### src/rtl/evtp_pkg.sv
package evtp_pkg;
   localparam int IRQ_FLAG_POS  = 0;
   localparam int SOC_FLAG_BASE = 2;

   typedef enum logic {
      CH_FREE  = 1'b0,
      CH_GATED = 1'b1
   } ch_kind_e;
endpackage

### src/rtl/evtp_chan.sv
module evtp_chan
   import evtp_pkg::*;
#(
   parameter int       CW   = 2,
   parameter ch_kind_e KIND = CH_FREE
) (
   input  logic          clk,
   input  logic          rst_n,
   input  logic          evt,
   input  logic          en,
   input  logic          flag_i,
   input  logic          force_i,
   input  logic          prd_we,
   input  logic [CW-1:0] prd_wdata,
   output logic          fire_o,
   output logic          pulse_o,
   output logic [CW-1:0] cnt_o,
   output logic [CW-1:0] prd_o
);
   localparam logic [CW:0] ONE_W = (CW+1)'(1);

   generate
      if (CW < 1) begin : g_bad_cw
         $error("evtp_chan: CW must be at least 1");
      end
   endgenerate

   logic [CW-1:0] cnt_q, prd_q, p_eff, base, cnt_d;
   logic [CW:0]   cand;
   logic          hold, frc, allow, hit;

   generate
      if (KIND == CH_GATED) begin : g_gated
         assign hold = flag_i;
         assign frc  = force_i;
      end else begin : g_free
         logic unused_ok;
         assign unused_ok = flag_i ^ force_i;
         assign hold = 1'b0;
         assign frc  = 1'b0;
      end
   endgenerate

   always_comb begin
      p_eff = prd_we ? prd_wdata : prd_q;
      base  = (prd_we && (prd_wdata < cnt_q)) ? '0 : cnt_q;
      if (prd_we)
         cand = {1'b0, base} + {{CW{1'b0}}, evt};
      else if (p_eff == '0)
         cand = {1'b0, cnt_q};
      else if (evt && (cnt_q < p_eff))
         cand = {1'b0, cnt_q} + ONE_W;
      else
         cand = {1'b0, cnt_q};
      allow  = en && !hold && (p_eff != '0);
      hit    = allow && (cand >= {1'b0, p_eff});
      fire_o = hit || (allow && frc);
      if (fire_o)
         cnt_d = '0;
      else if ((p_eff != '0) && (cand > {1'b0, p_eff}))
         cnt_d = p_eff;
      else
         cnt_d = cand[CW-1:0];
   end

   always_ff @(posedge clk) begin
      if (!rst_n) begin
         cnt_q   <= '0;
         prd_q   <= '0;
         pulse_o <= 1'b0;
      end else begin
         cnt_q   <= cnt_d;
         prd_q   <= p_eff;
         pulse_o <= fire_o;
      end
   end

   assign cnt_o = cnt_q;
   assign prd_o = prd_q;
endmodule

### src/rtl/evtp_flags.sv
module evtp_flags
   import evtp_pkg::*;
#(
   parameter int NS = 2,
   parameter int FW = 8
) (
   input  logic          clk,
   input  logic          rst_n,
   input  logic          irq_set,
   input  logic          irq_clr,
   input  logic [NS-1:0] soc_set,
   input  logic [NS-1:0] soc_clr,
   output logic [FW-1:0] flags_o
);
   generate
      if (FW < SOC_FLAG_BASE + NS) begin : g_bad_fw
         $error("evtp_flags: FW too narrow for NS channels");
      end
   endgenerate

   logic [NS:0] set_v, clr_v, fl_q;
   assign set_v = {soc_set, irq_set};
   assign clr_v = {soc_clr, irq_clr};

   generate
      for (genvar b = 0; b <= NS; b++) begin : g_bit
         always_ff @(posedge clk) begin
            if (!rst_n)
               fl_q[b] <= 1'b0;
            else if (set_v[b])
               fl_q[b] <= 1'b1;
            else if (clr_v[b])
               fl_q[b] <= 1'b0;
         end
      end
   endgenerate

   always_comb begin
      flags_o = '0;
      flags_o[IRQ_FLAG_POS] = fl_q[0];
      for (int i = 0; i < NS; i++)
         flags_o[SOC_FLAG_BASE+i] = fl_q[i+1];
   end
endmodule

### src/rtl/evtrig_prescaler.sv
module evtrig_prescaler
   import evtp_pkg::*;
#(
   parameter int CW = 2,
   parameter int NS = 2,
   parameter int FW = 8
) (
   input  logic             clk,
   input  logic             rst_n,
   input  logic             irq_evt,
   input  logic             irq_en,
   input  logic             irq_prd_we,
   input  logic [CW-1:0]    irq_prd_wdata,
   input  logic             irq_force,
   input  logic             irq_clr,
   input  logic [NS-1:0]    soc_evt,
   input  logic [NS-1:0]    soc_en,
   input  logic [NS-1:0]    soc_prd_we,
   input  logic [NS*CW-1:0] soc_prd_wdata,
   input  logic [NS-1:0]    soc_clr,
   output logic             irq_pulse,
   output logic [NS-1:0]    soc_pulse,
   output logic [CW-1:0]    irq_cnt,
   output logic [CW-1:0]    irq_prd,
   output logic [NS*CW-1:0] soc_cnt,
   output logic [NS*CW-1:0] soc_prd,
   output logic [FW-1:0]    flags
);
   generate
      if (NS < 1) begin : g_bad_ns
         $error("evtrig_prescaler: NS must be at least 1");
      end
   endgenerate

   logic          irq_fire;
   logic [NS-1:0] soc_fire;

   evtp_chan #(.CW(CW), .KIND(CH_GATED)) u_irq_chan (
      .clk       (clk),
      .rst_n     (rst_n),
      .evt       (irq_evt),
      .en        (irq_en),
      .flag_i    (flags[IRQ_FLAG_POS]),
      .force_i   (irq_force),
      .prd_we    (irq_prd_we),
      .prd_wdata (irq_prd_wdata),
      .fire_o    (irq_fire),
      .pulse_o   (irq_pulse),
      .cnt_o     (irq_cnt),
      .prd_o     (irq_prd)
   );

   generate
      for (genvar c = 0; c < NS; c++) begin : g_soc
         evtp_chan #(.CW(CW), .KIND(CH_FREE)) u_soc_chan (
            .clk       (clk),
            .rst_n     (rst_n),
            .evt       (soc_evt[c]),
            .en        (soc_en[c]),
            .flag_i    (flags[SOC_FLAG_BASE+c]),
            .force_i   (1'b0),
            .prd_we    (soc_prd_we[c]),
            .prd_wdata (soc_prd_wdata[c*CW +: CW]),
            .fire_o    (soc_fire[c]),
            .pulse_o   (soc_pulse[c]),
            .cnt_o     (soc_cnt[c*CW +: CW]),
            .prd_o     (soc_prd[c*CW +: CW])
         );
      end
   endgenerate

   evtp_flags #(.NS(NS), .FW(FW)) u_flags (
      .clk     (clk),
      .rst_n   (rst_n),
      .irq_set (irq_fire),
      .irq_clr (irq_clr),
      .soc_set (soc_fire),
      .soc_clr (soc_clr),
      .flags_o (flags)
   );
endmodule

### config.mk
export PLATFORM = sky130hd
export DESIGN_NAME = evtrig_prescaler
export DESIGN_NICKNAME = d
export VERILOG_FILES = /design/src/rtl/evtp_pkg.sv /design/src/rtl/evtp_chan.sv /design/src/rtl/evtp_flags.sv /design/src/rtl/evtrig_prescaler.sv
export SDC_FILE = /design/constraint.sdc
export NUM_CORES = 1
export LEC_CHECK = 0
export BUFFER_PORTS_ARGS = -buffer_cell sky130_fd_sc_hd__buf_4
export CAP_MARGIN = 5
export CORE_MARGIN = 5
export CORE_UTILIZATION = 53
export DETAILED_ROUTE_END_ITERATION = 8
export HOLD_SLACK_MARGIN = 0.12
export MAX_ROUTING_LAYER = met4
export PLACE_DENSITY = 0.78
export SLEW_MARGIN = 40
export SYNTH_ARGS = -nofsm -noshare
export SYNTH_HDL_FRONTEND = slang
export SYNTH_SLANG_ARGS = --single-unit
### constraint.sdc
create_clock -name clk -period 3.9 [get_ports clk]
set_input_delay 0.585 -clock clk [delete_from_list [all_inputs] [get_ports clk]]
set_output_delay 0.585 -clock clk [all_outputs]
set_load 0.005 [all_outputs]
==> results of run 1 <==
## how the worst max path moves through the flow
stage | from | endpoint | slack (ns) | cells after the start
after CTS | irq_prd_we | u_irq_chan.cnt_o[0] | 0.90 | 14
after detailed placement | irq_prd_we | u_irq_chan.cnt_o[0] | 0.59 | 14
after global placement | irq_prd_we | u_irq_chan.cnt_o[0] | 0.68 | 14
after floorplan | irq_prd_we | u_irq_chan.cnt_o[0] | 0.80 | 14
after global routing | soc_prd_we[1] | g_soc[1].u_soc_chan.cnt_o[0] | 0.69 | 12
final | irq_prd_we | u_irq_chan.cnt_o[0] | 0.88 | 14
## layer usage
layer | track usage | part of all wire
met5 | - | 0
met4 | 0.0155 | 0.0037
met3 | 0.0444 | 0.063
met2 | 0.291 | 0.48
met1 | 0.197 | 0.45
## Yosys cell counts (3+ instances only)
master | number | share of area
nand2_1 | 8 | 0.018
a21oi_1 | 22 | 0.068
ha_1 | 21 | 0.16
a32o_1 | 4 | 0.025
and2_1 | 5 | 0.019
nor2b_1 | 9 | 0.035
dfxtp_1 | 18 | 0.22
inv_1 | 17 | 0.039
o211a_1 | 3 | 0.018
o21ai_0 | 10 | 0.031
a21o_1 | 3 | 0.014
nor2_1 | 15 | 0.035
buf_4 | 11 | 0.051
a21oi_2 | 4 | 0.022
nand2b_1 | 3 | 0.012
## cells by family (layout without fill, tap and decap cells)
group	after synthesis	count (layout)	synth area share
muxes	6	6	0.0531
AOI/OAI and AO/OA	64	64	0.290
and+or+nand+nor	49	49	0.163
other	1	5	0.00231
buffers and inverters	32	61	0.108
adders and majority gates	21	21	0.162
DFF	18	18	0.222
## flip-flops by register name (all words and copies together), names as in the netlist
name and count:
u_irq_chan.cnt_o 2, u_irq_chan.pulse_o 1, g_soc.u_soc_chan.pulse_o 2, u_flags.flags_o 3, g_soc.u_soc_chan.prd_o 4, g_soc.u_soc_chan.cnt_o 4
u_irq_chan.prd_o 2
## worst register-to-register path, stage by stage (launching register included)
cell and delay, ns:
dfxtp_1 0.32, mux2_4 0.28, inv_2 0.11, ha_1 0.27, nor3b_1 0.35, a32o_1 0.22
nand3b_1 0.10, o311ai_2 0.10, ha_1 0.30, a21oi_1 0.13, a21o_1 0.11, nand2_1 0.06
and2_0 0.18, o211a_1 0.22
## cell type report
cell class	instances	share of cell area
repair buffers	38	0.150
well taps	33	0.0217
inverters	19	0.0375
clock buffers	4	0.0191
flip-flops and latches	18	0.190
multi-input cells	145	0.582
## where the power goes
group / switching [mW] / internal, mW / leakage (nW)
combinational: 0.157 / 0.148 / 0.769
sequential: 0.0216 / 0.205 / 0.148
clock: 0.0558 / 0.0570 / 0.0210
## per-stage QoR
step           setup WS (ns)  cells  hold WS, ns  utilization
3_3_place_gp           0.678    253        0.473        0.620
5_1_grt                0.693    257        0.509        0.633
6_report               0.880    257        0.493        0.633
3_5_place_dp           0.586    253        0.476        0.620
2_1_floorplan          0.800    195        0.456            -
4_1_cts                0.895    257        0.494        0.633
==> impl_metrics.env, run 1 <==
export IMPL_clockBufferDepth=2
export IMPL_htreeDepth=1
export IMPL_worst_clock_skew_ns=0.00534
export IMPL_hold_depth=2
export IMPL_cp_max_fo=10
export IMPL_reg2regPathDepth=13
export IMPL_fin_tns_setup_ns=0
export IMPL_synth_seq_area_share=0.222
export IMPL_nets=267
export IMPL_gp_congestion=0.871
export IMPL_fmax_ghz=0.331
export IMPL_vias=1430
export IMPL_antenna_found_initial=0
export IMPL_grt_start_max_net_pins=13
export IMPL_syn_area_per_cell_sq_um=8.52
export IMPL_drive_gt1_frac=0.272
export IMPL_tightest_slew_ns=0.553
export IMPL_end_kind="flop"
export IMPL_clkTransAtPathRegs_ns=0.10
export IMPL_clockRootBuffer="clkbuf_4"
export IMPL_min_to="u_flags.flags_o[0]"
export IMPL_nFillCells=277
export IMPL_synthArstFlopShare=0
export IMPL_fp_row_count=20
export IMPL_rsz0062_at_grt="no"
export IMPL_totalPowerFinal_mw=0.644
export IMPL_slew_viol_final=0
export IMPL_layout_common_cells="buf_4 (38), a21oi_1 (22), ha_1 (21)"
export IMPL_rr_startpoint="u_irq_chan.prd_o[1]"
export IMPL_slew_headroom=0.630
export IMPL_chipWidth_um=65.4
export IMPL_min_delay_start="u_flags.flags_o[0]"
export IMPL_viasPerCell=5.56
export IMPL_routedWlPerCell_um=12.7
export IMPL_clock_sinks=18
export IMPL_cap_viol_max_count=0
export IMPL_crit_top_cell="ha_1"
export IMPL_r2r_end="u_irq_chan.cnt_o[0]"
export IMPL_tritoncts="built"
export IMPL_critPathSlowestCell="nor3b_1"
export IMPL_yosys_warnings=0
export IMPL_cts_buffers=3
export IMPL_die_h_um=65.4
export IMPL_post_dp_cell_area_sq_um=1860
export IMPL_seq_area_sq_um=360
export IMPL_syn_instance_count=191
export IMPL_diodes=0
export IMPL_synth_edff_count=0
export IMPL_syn_area_sq_um=1630
export IMPL_clk_insertion_delay_late_ns=0.29
export IMPL_max_stage_delay_ns=0.35
export IMPL_setup_viol=0
export IMPL_vdd_ir_drop_max_mv=0.199
export IMPL_required_ns=4.10
export IMPL_synth_ff_type="dfxtp_1"
export IMPL_grt_util_all_layers=0.166
export IMPL_crit_family="compound AO/OA/AOI/OAI gates"
export IMPL_start_kind="primary input"
export IMPL_die_area_sq_um=4280
export IMPL_dp_hpwl_mm=2.79
export IMPL_coreArea_sq_um=3000
export IMPL_fin_crit_ns=3.02
export IMPL_worstSetupPathType="primary input to flop"
export IMPL_ff2ff_setup_slack_ns=1.06
export IMPL_gr_total_overflow=0
export IMPL_first_global_vias=1355
export IMPL_postRouteAntennaNets=0
export IMPL_ys_seq_elements=18
export IMPL_crit_chain="buf_4 > mux2_4 > inv_2 > ha_1 > nor3b_1 > a32o_1 > nand3b_1 > o311ai_2 > ha_1 > a21oi_1 > a21o_1 > nand2_1 > and2_0 > o211a_1"
export IMPL_final_period_utilization=0.774
export IMPL_design_area_sq_um=1900
export IMPL_drt_pass1_iter_count=4
export IMPL_cts_repair_resize_count=0
export IMPL_arrival_ns=3.22
export IMPL_initial_core_util=0.542
export IMPL_mostFrequentLayoutCell="buf_4"
export IMPL_cts_hold_buf=0
export IMPL_cts_setup_buffers=0
export IMPL_io_pins=44
export IMPL_ys_types=42
export IMPL_post_route_drc_count=0
export IMPL_p_leak_nw=0.938
export IMPL_routed_wirelength_mm=3.25
export IMPL_drtIter0Drc=36
export IMPL_hold_viol=0
export IMPL_power_density_nw_per_um2=339
export IMPL_status="completed"
export IMPL_cp_num_buf_inv=2
export IMPL_multiInputGateArea_sq_um=1100
export IMPL_area_growth_syn_to_layout_pct=16.8
export IMPL_place_port_buffers=38
export IMPL_grt_pass1_wl_mm=5.53
export IMPL_hold_path_class="flop to flop"
Power figures use the tool's default switching activity.
==> inputs of run 2 (changes only) <==
--- a/config.mk
+++ b/config.mk
@@ -5,14 +5,15 @@
 export SDC_FILE = /design/constraint.sdc
 export NUM_CORES = 1
 export LEC_CHECK = 0
+export ABC_AREA = 1
 export BUFFER_PORTS_ARGS = -buffer_cell sky130_fd_sc_hd__buf_4
 export CAP_MARGIN = 5
 export CORE_MARGIN = 5
-export CORE_UTILIZATION = 53
+export CORE_UTILIZATION = 54
 export DETAILED_ROUTE_END_ITERATION = 8
 export HOLD_SLACK_MARGIN = 0.12
 export MAX_ROUTING_LAYER = met4
-export PLACE_DENSITY = 0.78
+export PLACE_DENSITY = 0.79
 export SLEW_MARGIN = 40
 export SYNTH_ARGS = -nofsm -noshare
 export SYNTH_HDL_FRONTEND = slang
==> constraint.sdc (replaced) <==
create_clock -name clk -period 2.8 [get_ports clk]
set_input_delay 0.42 -clock clk [delete_from_list [all_inputs] [get_ports clk]]
set_output_delay 0.42 -clock clk [all_outputs]
set_load 0.005 [all_outputs]
==> impl_metrics.env, run 2 <==
export IMPL_mostFrequentLayoutCell="nand2_1"
export IMPL_vdd_ir_drop_max_mv=0.443
export IMPL_die_h_um=67.0
export IMPL_gr_total_overflow=0
export IMPL_clk_insertion_delay_late_ns=0.29
export IMPL_fmax_ghz=0.380
export IMPL_gp_congestion=0.906
export IMPL_synthTopCellsByCount="nand2_1 (44), inv_1 (42), ha_1 (21)"
export IMPL_io_pins=44
export IMPL_grt_pass1_wl_mm=5.92
export IMPL_ys_types=25
export IMPL_nets=315
export IMPL_drt_pass1_iter_count=4
export IMPL_syn_area_per_cell_sq_um=7.35
export IMPL_rr_startpoint="g_soc[0].u_soc_chan.cnt_o[1]"
export IMPL_fin_crit_ns=2.63
export IMPL_worst_clock_skew_ns=0.00441
export IMPL_rsz0062_at_grt="no"
export IMPL_initial_core_util=0.571
export IMPL_synth_ff_type="dfxtp_1"
export IMPL_clock_sinks=18
export IMPL_synth_top_cell_area_share=0.205
export IMPL_nFillCells=307
export IMPL_setup_viol=0
export IMPL_diodes=0
export IMPL_status="completed"
export IMPL_viasPerCell=4.90
export IMPL_area_growth_syn_to_layout_pct=17.3
export IMPL_place_port_buffers=38
export IMPL_tritoncts="built"
export IMPL_ys_seq_elements=18
export IMPL_startpoint="g_soc[0].u_soc_chan.cnt_o[1]"
export IMPL_ff2ff_setup_slack_ns=0.17
export IMPL_layout_common_cells="nand2_1 (44), inv_1 (41), buf_4 (39)"
export IMPL_hold_path_class="primary input to flop"
export IMPL_grt_start_max_net_pins=13
export IMPL_start_kind="flop"
export IMPL_cts_buffers=3
export IMPL_clkTransAtPathRegs_ns=0.10
export IMPL_clockRootBuffer="clkbuf_4"
export IMPL_antenna_found_initial=0
export IMPL_coreArea_sq_um=3080
export IMPL_seq_area_sq_um=363
export IMPL_ys_top_cells_by_area="dfxtp_1 (21%), ha_1 (15%), nand2_1 (9.4%)"
export IMPL_synthArstFlopShare=0
export IMPL_hold_slack_ns=0.371
export IMPL_drive_gt1_frac=0.353
export IMPL_routedWlPerCell_um=11.2
export IMPL_cts_hold_buf=0
export IMPL_final_period_utilization=0.940
export IMPL_fp_row_count=20
export IMPL_dp_hpwl_mm=3.02
export IMPL_synth_most_common_cell="nand2_1"
export IMPL_drtIter0Drc=95
export IMPL_synth_seq_area_share=0.205
export IMPL_first_global_vias=1432
export IMPL_htreeDepth=1
export IMPL_worst_slack_ns=0.169
export IMPL_routed_wirelength_mm=3.54
export IMPL_chipWidth_um=67.0
export IMPL_slew_viol_final=0
export IMPL_hold_viol=0
export IMPL_arrival_ns=2.86
export IMPL_syn_area_sq_um=1760
export IMPL_min_delay_start="irq_clr"
export IMPL_worstSetupPathType="flop to flop"
export IMPL_required_ns=3.03
export IMPL_dpl_worst_slack_ns=0.0992
export IMPL_syn_instance_count=239
export IMPL_die_area_sq_um=4490
export IMPL_yosys_warnings=0
export IMPL_power_density_nw_per_um2=572
export IMPL_vias=1549
export IMPL_grt_util_all_layers=0.171
export IMPL_cap_viol_max_count=0
export IMPL_end_kind="flop"
export IMPL_post_route_drc_count=0
export IMPL_fin_tns_setup_ns=0
export IMPL_clockBufferDepth=2
export IMPL_synth_edff_count=0
export IMPL_synth_top_area_cell="dfxtp_1"
export IMPL_multiInputGateArea_sq_um=1130
export IMPL_postRouteAntennaNets=0
export IMPL_p_leak_nw=1.16
export IMPL_cp_max_fo=4
[run 2: what timing repair did]
item | CTS | global route
setup endpoints to repair | 0 | 6
buffers inserted | 0 | 0
resized for setup | 0 | 8
[run 2: layout make-up]
class | instances | area share
Clock buffer | 4 | 0.0176
Multi-Input combinational cell | 165 | 0.549
Sequential cell | 18 | 0.176
Inverter | 46 | 0.0886
Tap cell | 44 | 0.0267
Timing Repair Buffer | 39 | 0.142
[run 2: cells by family after synthesis]
family / share of synthesized area
adders and majority gates: 0.150
and+or+nand+nor: 0.366
DFF: 0.205
other: 0.00213
buffers and inverters: 0.168
AOI/OAI and AO/OA: 0.109
[run 2: per-layer routing]
layer  GRT usage  share of wire  vias up
met5           -              0        -
met3      0.0455          0.052        4
met4      0.0253         0.0071        0
li1            -              -      816
met1       0.216           0.46      698
met2       0.280           0.48       31
[run 2: critical path: stages (launching register included)]
cell,delay (ns)
dfxtp_1,0.42
inv_1,0.10
ha_1,0.27
o21ai_0,0.10
a31oi_1,0.12
ha_1,0.20
ha_1,0.26
nand2_1,0.08
nand2_2,0.06
ha_1,0.28
a21oi_1,0.22
nand4_1,0.14
nand2_1,0.13
nand2_1,0.08
a21oi_1,0.11
[run 2: through the flow]
step                      instances  power (mW)  utilization  cell area (sq um)
after floorplan                 243       0.841            -               1770
after global routing            316        1.30        0.670               2060
final                           316        1.18        0.670               2060
after CTS                       316        1.17        0.664               2040
after detailed placement        312        1.01        0.652               2010
after global placement          312       0.992        0.652               2010
[run 2: worst paths after layout]
kind | end | cells past startpoint
setup / recovery | g_soc[0].u_soc_chan.cnt_o[1] | 14
hold / removal | u_flags.flags_o[0] | 4
hold reg to reg | u_flags.flags_o[2] | 2
setup reg to reg | g_soc[0].u_soc_chan.cnt_o[1] | 14
[run 2: where the power goes]
| part | switching [mW] | internal, mW | leakage (nW) |
|---|---|---|---|
| Combinational | 0.390 | 0.293 | 0.987 |
| Sequential | 0.0390 | 0.302 | 0.149 |
| Clock | 0.0765 | 0.0792 | 0.0210 |
==> inputs of run 3 (changes only) <==
--- a/config.mk
+++ b/config.mk
@@ -8,12 +8,14 @@
 export ABC_AREA = 1
 export BUFFER_PORTS_ARGS = -buffer_cell sky130_fd_sc_hd__buf_4
 export CAP_MARGIN = 5
+export CELL_PAD_IN_SITES_DETAIL_PLACEMENT = 0
+export CELL_PAD_IN_SITES_GLOBAL_PLACEMENT = 1
 export CORE_MARGIN = 5
-export CORE_UTILIZATION = 54
+export CORE_UTILIZATION = 41
 export DETAILED_ROUTE_END_ITERATION = 8
 export HOLD_SLACK_MARGIN = 0.12
 export MAX_ROUTING_LAYER = met4
-export PLACE_DENSITY = 0.79
+export PLACE_DENSITY = 0.83
 export SLEW_MARGIN = 40
 export SYNTH_ARGS = -nofsm -noshare
 export SYNTH_HDL_FRONTEND = slang
==> constraint.sdc (replaced) <==
create_clock -name clk -period 3.2 [get_ports clk]
set_input_delay 0.48 -clock clk [delete_from_list [all_inputs] [get_ports clk]]
set_output_delay 0.48 -clock clk [all_outputs]
set_load 0.005 [all_outputs]
==> impl_metrics.env, run 3 (synthesis results as in run 2) <==
export IMPL_setup_viol=0
export IMPL_clkTransAtPathRegs_ns=0.06
export IMPL_max_stage_delay_ns=0.40
export IMPL_fin_tns_setup_ns=0
export IMPL_grt_pass1_wl_mm=6.04
export IMPL_startpoint="g_soc[1].u_soc_chan.cnt_o[1]"
export IMPL_critPathSlowestCell="dfxtp_1"
export IMPL_chipWidth_um=75.5
export IMPL_slew_viol_final=0
export IMPL_status="completed"
export IMPL_gp_congestion=0.798
export IMPL_p_sw_frac=0.414
export IMPL_area_growth_syn_to_layout_pct=17.4
export IMPL_cts_hold_buf=0
export IMPL_totalPowerFinal_mw=1.05
export IMPL_gr_total_overflow=0
export IMPL_clock_sinks=18
export IMPL_viasPerCell=4.73
export IMPL_end_kind="flop"
export IMPL_worst_slack_ns=0.530
export IMPL_p_clk_frac=0.174
export IMPL_coreArea_sq_um=4090
export IMPL_die_h_um=75.5
export IMPL_antenna_found_initial=0
export IMPL_p_sw_mw=0.436
export IMPL_grt_util_all_layers=0.140
export IMPL_combPwrFrac=0.543
export IMPL_rr_startpoint="g_soc[1].u_soc_chan.cnt_o[1]"
export IMPL_dp_hpwl_mm=3.01
export IMPL_clockRootBuffer="clkbuf_8"
export IMPL_post_route_drc_count=0
export IMPL_r2r_end="g_soc[1].u_soc_chan.cnt_o[1]"
export IMPL_nFillCells=426
export IMPL_postRouteAntennaNets=0
export IMPL_drtIter0Drc=50
export IMPL_grt_use_met1=0.179
export IMPL_drive_gt1_frac=0.325
export IMPL_required_ns=3.39
export IMPL_cts_setup_buffers=0
export IMPL_grt_start_max_net_pins=13
export IMPL_min_delay_start="irq_clr"
export IMPL_cts_buffers=3
export IMPL_layout_common_cells="nand2_1 (44), inv_1 (42), buf_4 (38)"
export IMPL_p_int_mw=0.617
export IMPL_reg2regPathDepth=14
export IMPL_grt_util_met3=0.0303
export IMPL_cp_max_fo=4
export IMPL_cap_viol_max_count=0
export IMPL_nets=314
export IMPL_io_pins=44
export IMPL_vias=1519
export IMPL_hold_viol=0
export IMPL_rsz0062_at_grt="no"
export IMPL_seq_power_share=0.283
export IMPL_hold_depth=4
export IMPL_clockBufferDepth=2
export IMPL_place_port_buffers=38
export IMPL_fmax_ghz=0.374
export IMPL_vdd_ir_drop_max_mv=0.236
export IMPL_diodes=0
export IMPL_die_area_sq_um=5690
export IMPL_fp_row_count=23
export IMPL_fin_crit_ns=2.67
export IMPL_worstSetupPathType="flop to flop"
export IMPL_dpl_worst_slack_ns=0.454
export IMPL_clk_insertion_delay_late_ns=0.25
export IMPL_initial_core_util=0.430
export IMPL_first_global_vias=1428
export IMPL_routed_wirelength_mm=3.53
export IMPL_tritoncts="built"
export IMPL_power_density_nw_per_um2=511
export IMPL_crit_chain="inv_1 > ha_1 > o21ai_0 > a31oi_1 > ha_1 > ha_1 > nand2_1 > nand2_1 > ha_1 > a21oi_1 > nand4_1 > nand2_1 > nand2_1 > a21oi_2"
export IMPL_htreeDepth=1
export IMPL_start_kind="flop"
export IMPL_ff2ff_setup_slack_ns=0.53
export IMPL_final_period_utilization=0.834
export IMPL_use_met2=0.215
export IMPL_hold_path_class="primary input to flop"
export IMPL_arrival_ns=2.86
export IMPL_grt_busiest_layer="met2"
export IMPL_drt_pass1_iter_count=4
export IMPL_p_leak_nw=1.16
export IMPL_routedWlPerCell_um=11.0
export IMPL_worst_clock_skew_ns=0.00304
export IMPL_mostFrequentLayoutCell="nand2_1"
export IMPL_cts_repair_resize_count=0
export IMPL_crit_end="g_soc[1].u_soc_chan.cnt_o[1]"
[run 3: cell count changes in the layout (fill, tap and decap cells not counted), moves of 2 or more]
cell      before  now
clkbuf_4       3    0
clkbuf_8       1    4
dfxtp_1       16   18
dfxtp_2        2    0
[run 3: power by group through the flow]
stage	registers [mW]	clock network [mW]	logic (mW)
2_1_floorplan	0.296	0	0.440
3_3_place_gp	0.306	0	0.572
3_5_place_dp	0.305	0	0.574
4_1_cts	0.301	0.190	0.578
5_1_grt	0.306	0.201	0.659
6_report	0.299	0.183	0.572
[run 3: worst min path at each step]
stage / end / slack, ns
floorplan: u_flags.flags_o[2] / 0.44
global placement: u_flags.flags_o[2] / 0.48
detailed placement: u_flags.flags_o[2] / 0.48
CTS: u_flags.flags_o[0] / 0.48
global route: u_flags.flags_o[3] / 0.49
finish: u_flags.flags_o[0] / 0.48
[run 3: per-layer routing]
| layer | wire [um] | vias to the layer above |
|---|---|---|
| met1 | 1660 | 658 |
| met5 | 0 | - |
| met3 | 205 | 7 |
| met2 | 1600 | 35 |
| li1 | - | 819 |
| met4 | 67 | 0 |
[run 3: layout make-up]
type                            instances  area, sq um  area share
Multi-Input combinational cell        165         1120       0.541
Sequential cell                        18          360       0.175
Timing Repair Buffer                   38          285       0.138
Inverter                               46          183      0.0886
Tap cell                               50         62.6      0.0303
Clock buffer                            4         55.1      0.0267
[run 3: critical path, delay by kind of cell, from the launching register on]
family	cells	cell delay (ns)
DFF	1	0.40
AOI/OAI and AO/OA	4	0.59
and+or+nand+nor	5	0.49
adders and majority gates	4	1.04
buffers and inverters	1	0.10
[run 3: per-stage QoR]
step	utilization	hold slack, ns	instance area (sq um)	std cells
final	0.505	0.477	2060	321
after global routing	0.505	0.493	2060	321
after CTS	0.505	0.476	2060	321
after detailed placement	0.491	0.485	2010	317
after global placement	0.491	0.479	2010	317
after floorplan	-	0.442	1770	243
